File: config.mk
export PLATFORM = sky130hd
export DESIGN_NAME = sport_codec_port
export DESIGN_NICKNAME = d
export VERILOG_FILES = /design/src/rtl/sport_pkg.sv /design/src/rtl/sport_wlen.sv /design/src/rtl/sport_tx.sv /design/src/rtl/sport_rx.sv /design/src/rtl/sport_codec_port.sv
export SDC_FILE = /design/constraint.sdc
export NUM_CORES = 1
export LEC_CHECK = 0
export BUFFER_PORTS_ARGS = -buffer_cell sky130_fd_sc_hd__buf_2
export CORE_MARGIN = 4
export CORE_UTILIZATION = 58
export CTS_CLUSTER_SIZE = 16
export DETAILED_ROUTE_END_ITERATION = 16
export PLACE_DENSITY = 0.8
export SYNTH_ARGS = -nofsm -noshare
export SYNTH_HDL_FRONTEND = slang
export SYNTH_SLANG_ARGS = --single-unit
File: constraint.sdc
create_clock -name clk -period 2.17 [get_ports clk]
set_input_delay 0.434 -clock clk [delete_from_list [all_inputs] [get_ports clk]]
set_output_delay 0.434 -clock clk [all_outputs]
set_load 0.02 [all_outputs]
File: src/rtl/sport_pkg.sv
package sport_pkg;
  typedef enum logic [1:0] {
    FMT_CMP  = 2'd0,
    FMT_LIN  = 2'd1,
    FMT_ADP  = 2'd2,
    FMT_ADP2 = 2'd3
  } fmt_e;
endpackage

File: src/rtl/sport_wlen.sv
module sport_wlen
  import sport_pkg::*;
#(
  parameter int LIN_W = 14,
  parameter int CMP_W = 8,
  parameter int ADP_W = 4,
  localparam int CW = $clog2(LIN_W)
) (
  input  fmt_e          fmt,
  output logic [CW-1:0] lenm1
);
  always_comb begin
    case (fmt)
      FMT_CMP: lenm1 = CW'(CMP_W - 1);
      FMT_LIN: lenm1 = CW'(LIN_W - 1);
      default: lenm1 = CW'(ADP_W - 1);
    endcase
  end
endmodule

File: src/rtl/sport_tx.sv
module sport_tx
  import sport_pkg::*;
#(
  parameter int LIN_W = 14,
  parameter int CMP_W = 8,
  parameter int ADP_W = 4,
  parameter logic [CMP_W-1:0] IDLE_ALAW = 8'hD5,
  localparam int CW = $clog2(LIN_W)
) (
  input  logic             clk,
  input  logic             rst_n,
  input  logic             pwr_on,
  input  fmt_e             fmt,
  input  logic             law,
  input  logic             sync,
  input  logic             load,
  input  logic [LIN_W-1:0] word,
  output logic             sd_o,
  output logic             en_o
);
  localparam logic [CW-1:0] TOPBIT = CW'(LIN_W - 1);

  logic             sync_q;
  logic             act_q, act_n;
  logic [CW-1:0]    cnt_q, cnt_n;
  logic [LIN_W-1:0] sh_q, sh_n;
  logic [LIN_W-1:0] hold_q, hold_n;
  logic             pend_q, pend_n;
  logic [CW-1:0]    lenm1;
  logic [LIN_W-1:0] idle_w, src_w;
  logic             start;

  sport_wlen #(.LIN_W(LIN_W), .CMP_W(CMP_W), .ADP_W(ADP_W)) u_len (
    .fmt  (fmt),
    .lenm1(lenm1)
  );

  always_comb begin
    case (fmt)
      FMT_CMP: idle_w = law ? {{(LIN_W-CMP_W){1'b0}}, {CMP_W{1'b1}}}
                            : {{(LIN_W-CMP_W){1'b0}}, IDLE_ALAW};
      default: idle_w = '0;
    endcase
  end

  assign start = sync & ~sync_q & pwr_on;
  assign src_w = pend_q ? hold_q : idle_w;

  always_comb begin
    act_n  = act_q;
    cnt_n  = cnt_q;
    sh_n   = sh_q;
    hold_n = hold_q;
    pend_n = pend_q;
    if (load) begin
      hold_n = word;
      pend_n = 1'b1;
    end
    if (!pwr_on) begin
      act_n = 1'b0;
    end else if (start) begin
      sh_n  = src_w << (TOPBIT - lenm1);
      cnt_n = lenm1;
      act_n = 1'b1;
      if (!load) pend_n = 1'b0;
    end else if (act_q) begin
      sh_n = sh_q << 1;
      if (cnt_q == '0) act_n = 1'b0;
      else             cnt_n = cnt_q - 1'b1;
    end
  end

  always_ff @(posedge clk or negedge rst_n) begin
    if (!rst_n) begin
      sync_q <= 1'b0;
      act_q  <= 1'b0;
      cnt_q  <= '0;
      sh_q   <= '0;
      hold_q <= '0;
      pend_q <= 1'b0;
    end else begin
      sync_q <= sync;
      act_q  <= act_n;
      cnt_q  <= cnt_n;
      sh_q   <= sh_n;
      hold_q <= hold_n;
      pend_q <= pend_n;
    end
  end

  assign sd_o = act_q ? sh_q[LIN_W-1] : 1'b1;
  assign en_o = act_q & pwr_on;

  assert_start_R3: assert property (@(posedge clk) disable iff (!rst_n)
    start |=> act_q);
  assert_word_end_R3: assert property (@(posedge clk) disable iff (!rst_n)
    (act_q && cnt_q == '0 && !start) |=> !en_o);
  assert_load_pending_R4: assert property (@(posedge clk) disable iff (!rst_n)
    load |=> pend_q);
  assert_pdn_abort_R6: assert property (@(posedge clk) disable iff (!rst_n)
    !pwr_on |=> !act_q);
endmodule

File: src/rtl/sport_rx.sv
module sport_rx
  import sport_pkg::*;
#(
  parameter int LIN_W = 14,
  parameter int CMP_W = 8,
  parameter int ADP_W = 4,
  localparam int CW = $clog2(LIN_W)
) (
  input  logic             clk,
  input  logic             rst_n,
  input  fmt_e             fmt,
  input  logic             sync,
  input  logic             sd,
  output logic [LIN_W-1:0] word_o,
  output logic             valid_o
);
  logic             sync_q;
  logic             act_q, act_n;
  logic [CW-1:0]    cnt_q, cnt_n;
  logic [LIN_W-1:0] sh_q, sh_n;
  logic [LIN_W-1:0] word_n;
  logic             valid_n;
  logic [CW-1:0]    lenm1;
  logic             start;

  sport_wlen #(.LIN_W(LIN_W), .CMP_W(CMP_W), .ADP_W(ADP_W)) u_len (
    .fmt  (fmt),
    .lenm1(lenm1)
  );

  assign start = sync & ~sync_q;

  always_comb begin
    act_n   = act_q;
    cnt_n   = cnt_q;
    sh_n    = sh_q;
    word_n  = word_o;
    valid_n = 1'b0;
    if (start) begin
      sh_n  = {{(LIN_W-1){1'b0}}, sd};
      cnt_n = lenm1;
      act_n = 1'b1;
    end else if (act_q) begin
      sh_n  = {sh_q[LIN_W-2:0], sd};
      cnt_n = cnt_q - 1'b1;
      if (cnt_q == CW'(1)) begin
        act_n   = 1'b0;
        word_n  = sh_n;
        valid_n = 1'b1;
      end
    end
  end

  always_ff @(negedge clk or negedge rst_n) begin
    if (!rst_n) begin
      sync_q  <= 1'b0;
      act_q   <= 1'b0;
      cnt_q   <= '0;
      sh_q    <= '0;
      word_o  <= '0;
      valid_o <= 1'b0;
    end else begin
      sync_q  <= sync;
      act_q   <= act_n;
      cnt_q   <= cnt_n;
      sh_q    <= sh_n;
      word_o  <= word_n;
      valid_o <= valid_n;
    end
  end

  assert_valid_single_R8: assert property (@(negedge clk) disable iff (!rst_n)
    valid_o |=> !valid_o);
  assert_word_steady_R8: assert property (@(negedge clk) disable iff (!rst_n)
    !valid_o |-> $stable(word_o));
  assert_last_bit_R7: assert property (@(negedge clk) disable iff (!rst_n)
    (act_q && cnt_q == CW'(1) && !start) |=> valid_o);
endmodule

File: src/rtl/sport_codec_port.sv
module sport_codec_port
  import sport_pkg::*;
#(
  parameter int LIN_W = 14,
  parameter int CMP_W = 8,
  parameter int ADP_W = 4
) (
  input  logic             clk,
  input  logic             rst_n,
  input  logic             pwr_on_i,
  input  logic [1:0]       fmt_i,
  input  logic             law_i,
  input  logic             tx_sync_i,
  input  logic             tx_load_i,
  input  logic [LIN_W-1:0] tx_word_i,
  output logic             tx_sd_o,
  output logic             tx_en_o,
  input  logic             rx_sync_i,
  input  logic             rx_sd_i,
  output logic [LIN_W-1:0] rx_word_o,
  output logic             rx_valid_o
);
  fmt_e fmt;
  assign fmt = fmt_e'(fmt_i);

  sport_tx #(.LIN_W(LIN_W), .CMP_W(CMP_W), .ADP_W(ADP_W)) u_tx (
    .clk   (clk),
    .rst_n (rst_n),
    .pwr_on(pwr_on_i),
    .fmt   (fmt),
    .law   (law_i),
    .sync  (tx_sync_i),
    .load  (tx_load_i),
    .word  (tx_word_i),
    .sd_o  (tx_sd_o),
    .en_o  (tx_en_o)
  );

  sport_rx #(.LIN_W(LIN_W), .CMP_W(CMP_W), .ADP_W(ADP_W)) u_rx (
    .clk    (clk),
    .rst_n  (rst_n),
    .fmt    (fmt),
    .sync   (rx_sync_i),
    .sd     (rx_sd_i),
    .word_o (rx_word_o),
    .valid_o(rx_valid_o)
  );

  assert_released_in_pdn_R6: assert property (@(posedge clk) disable iff (!rst_n)
    !pwr_on_i |-> !tx_en_o);
endmodule

== Word-level counts from Yosys, hierarchy flattened ==
Cells that the tools add are included.
Storage, ports and cells
  register bits: 69
  bits of input ports: 24
Cells by class
  add/sub/neg operators: 3
  equal/unequal tests: 3
  reductions and logical operators: 7
  bitwise logic cells: 7
  muxes and demuxes: 28
  shift operators: 1
Operator list (count)
  two-way mux 14 bit: 4
  two-way mux 13 bit: 2
  two-way mux 4 bit: 5
  two-way mux 1 bit: 15
  << shifter 14 x 4 -> 14 bit: 1
  case mux 4 bit (2 select lines): 1
  subtractor 4 x 1 -> 4 bit, second input constant: 2
  two-way mux 6 bit: 1
  AND reduction 3 bit: 2
  AND 1 bit: 4
  equality test 4 x 1 -> 1 bit, second input constant: 1
  logical NOT 4 bit: 1
  nonzero test 2 bit: 2
  subtractor 4 bit, first input constant: 1
  inverter 1 bit: 3
  equality test 2 x 1 -> 1 bit, second input constant: 1
  logical NOT 2 bit: 1
  inequality test 2 x 1 -> 1 bit, second input constant: 1
  AND reduction 2 bit: 1

== Logic depth before layout (Yosys ltp) ==
  word-level depth: 5
  mapped depth: 9
  mapped depth without buffers: 7

== Modules after synthesis ==
Synthesis repeated with hierarchy kept, for this count alone.
Second synthesis, totals
  cell total of the unflattened synthesis: 352
  area, all modules: 3702.3 um^2
By module, submodules not included
  sport_tx: area an instance 2212.1 um^2, cells each 238, instances 1, seq. area each 875.8 um^2
  sport_rx: area an instance 1435.1 um^2, cells each 104, instances 1, seq. area each 850.8 um^2
  sport_wlen: area an instance 27.5 um^2, cells each 5, instances 2, seq. area each 0.0 um^2

==> metrics.cfg <==
[routing]
drc_errors=0
wl_per_cell_um=16.90
ant_nets=0
routed_wirelength_mm=7.319
vias_per_cell=5.693
vias=2465
dr.pass1.iters=4
dr.first_iter.drc_count=223

[worst_setup_path]
reg2reg_depth=4
crit_type=reg2out
path_max_fanout=2
r2r-start=u_rx.cnt_q[0]
worstSetupStartpoint=u_rx.word_o[13]
worstPathBufferInverterCount=1
path_delay_family=flip-flops
required_ns=1.74
cp.depth=1
crit_chain=buf_6
rr_endpoint=u_rx.word_o[0]
endpoint=rx_word_o[13]
rrSetupSlack_ns=0.34
cp-start-kind=flip-flop
arrival_ns=2.00
cpPeakStageDelay_ns=0.45
crit_path_end_kind=output port
cpMaxStageDelayCell=dfrtn_1

[cts]
clk_latency_ns=0.34
cts_buffer_depth=2
clkSinkCount=69
cts_htree_levels=3
ctsHoldBuffers=0
cts_made_buffers=9
cts_tree=done
clkTransAtPathRegs_ns=0.07
ctsRootBufferMaster=clkbuf_8

[synth]
synth_edf_count=0
yosysSeqAreaShare=0.5121
syn_area_sq_um=3372
yosysWarnings=0
ys_seq_elements=69
synth_area_leaders=dfrtp_1, dfrtn_1, mux2i_1
synth_largest_area_cell=dfrtp_1
synthFlopType=dfrtp_1
synthArstFlopShare=1.000
synth_nets=325
yosys.area.top_type_share=0.2597
syn-instance-count=297
avgSynthCellArea_sq_um=11.35
synth_cell_types=58

[run_status]
violations=negative setup slack
status=complete, but fails checks

[final_layout]
final_common_cell=dfrtp_1
fin_util=0.7419
diodes=0
multi_input_area_sq_um=1556
drive_above_1_share=0.3380
final_area_sq_um=4135
area.growth.synth_to_final_pct=22.63
nNetsFinal=384
regArea_sq_um=1727
most-common-layout-cells=dfrtp_1, dfrtn_1, buf_2, buf_4, nand2_1
fill_cells=369

[sta]
tightestPinTransition_ns=0.4580
whs_ns=0.1163
setup_viol=15
final.setup.worst_slack_ns=-0.2608
slew_viol_final=0
hold_viol=0
rsz0062_at_grt=yes
relSlewSlack=0.6933
fin_skew_ns=0.008384

[global_route]
grtUsageTotal=0.2127
grt_max_degree=70
antenna_found_initial=0
grt_pass1_vias=2455
grt_pass1_wl_mm=12.10
overflow=0

[place]
placed_cell_area_sq_um=3707
place_hpwl_mm=4.680
port_buffers=40
gp_congestion=0.9228

[flow_run]
maxCapViolations=0

[power]
leakagePower_nw=2.029
power.density_nw_per_um2=1109
vdd_drop_max_v=0.0006550

[floorplan]
start_util=0.6049
core-area_sq_um=5574
dieArea_sq_um=7098
die_h_um=84.25
die_x_um=84.25
num_io_pins=41
rows=27

[worst_hold_path]
hp-class=in2async

per-layer routing:
metal  vias to the layer above  GRT usage  part of all wire
li1                       1183          -                 -
met3                        11    0.05005             0.052
met1                      1205     0.3010              0.46
met5                         -          0                 0
met4                         0    0.07456             0.015
met2                        66     0.3221              0.47
cell usage after synthesis, types with 4 or more instances:
cell type	instances
mux2_2	15
inv_1	7
nor2_1	21
xnor2_1	5
a21oi_1	8
dfrtn_1	34
nand2b_1	4
nand2_1	24
mux2_4	9
nor2b_1	4
buf_2	14
mux2i_1	21
o21ai_0	6
dfrtp_1	35
o21ai_1	7
nand3_1	7
mux2_1	5
ha_1	4
power by group:
group / internal [mW] / switching (mW) / leakage, nW
combinational: 0.796 / 0.680 / 1.04
sequential: 1.64 / 0.311 / 0.866
clock: 0.667 / 0.491 / 0.118
flip-flops by register name, summed over array words and instances, names as in the netlist:
name,cells
u_tx.cnt_q,4
u_rx.sync_q,1
u_rx.act_q,1
u_tx.sync_q,1
u_tx.act_q,1
u_rx.sh_q,13
u_tx.pend_q,1
u_tx.hold_q,14
u_rx.word_o,14
u_tx.sh_q,14
u_rx.valid_o,1
u_rx.cnt_q,4
cell families (layout without fill, tap and decap cells):
logic type | count (synthesis) | after routing | synth area share
AOI/OAI and AO/OA | 59 | 59 | 0.1213
and+or+nand+nor | 82 | 83 | 0.1288
buffers and inverters | 28 | 91 | 0.04082
DFF | 69 | 69 | 0.5121
muxes | 50 | 50 | 0.1692
xor gates and xnor gates | 5 | 5 | 0.01299
adders and majority gates | 4 | 4 | 0.01484
worst min-delay path by stage:
stage | from | endpoint | depth (start not counted)
global route | rst_n | u_tx.hold_q[5] | 2
detailed placement | u_rx.word_o[13] | u_rx.word_o[13] | 1
finish | rst_n | u_tx.hold_q[5] | 2
CTS | rst_n | u_tx.hold_q[13] | 2
global placement | u_rx.word_o[0] | u_rx.word_o[0] | 1
floorplan | rst_n | u_tx.act_q | 0
metrics by stage:
step                      total power [mW]  worst slack [ns]  TNS [ns]  std cells
final                                4.585           -0.2608    -3.503        433
after global routing                 4.834           -0.2949    -4.032        433
after CTS                            4.518           -0.2572    -3.530        427
after detailed placement             3.140           -0.3480    -7.368        404
after global placement               3.087           -0.3215    -6.536        404
after floorplan                      2.794           -0.2360    -2.693        297
what timing repair did:
item / in CTS / in global routing
endpoints found under the setup margin: 16 / 17
cloned: 1 / 0
gates resized for setup: 30 / 1
setup buffers: 6 / 6
final cells by class:
class                      count  share of cell area
clock buffer                  12             0.04266
clock inverter                 4             0.01210
inverter                       9            0.008169
multi-input combinational    201              0.3764
sequential                    69              0.4175
tap                           72             0.02179
timing repair buffer          66              0.1213
No activity file was read; power rests on OpenSTA's default activity.
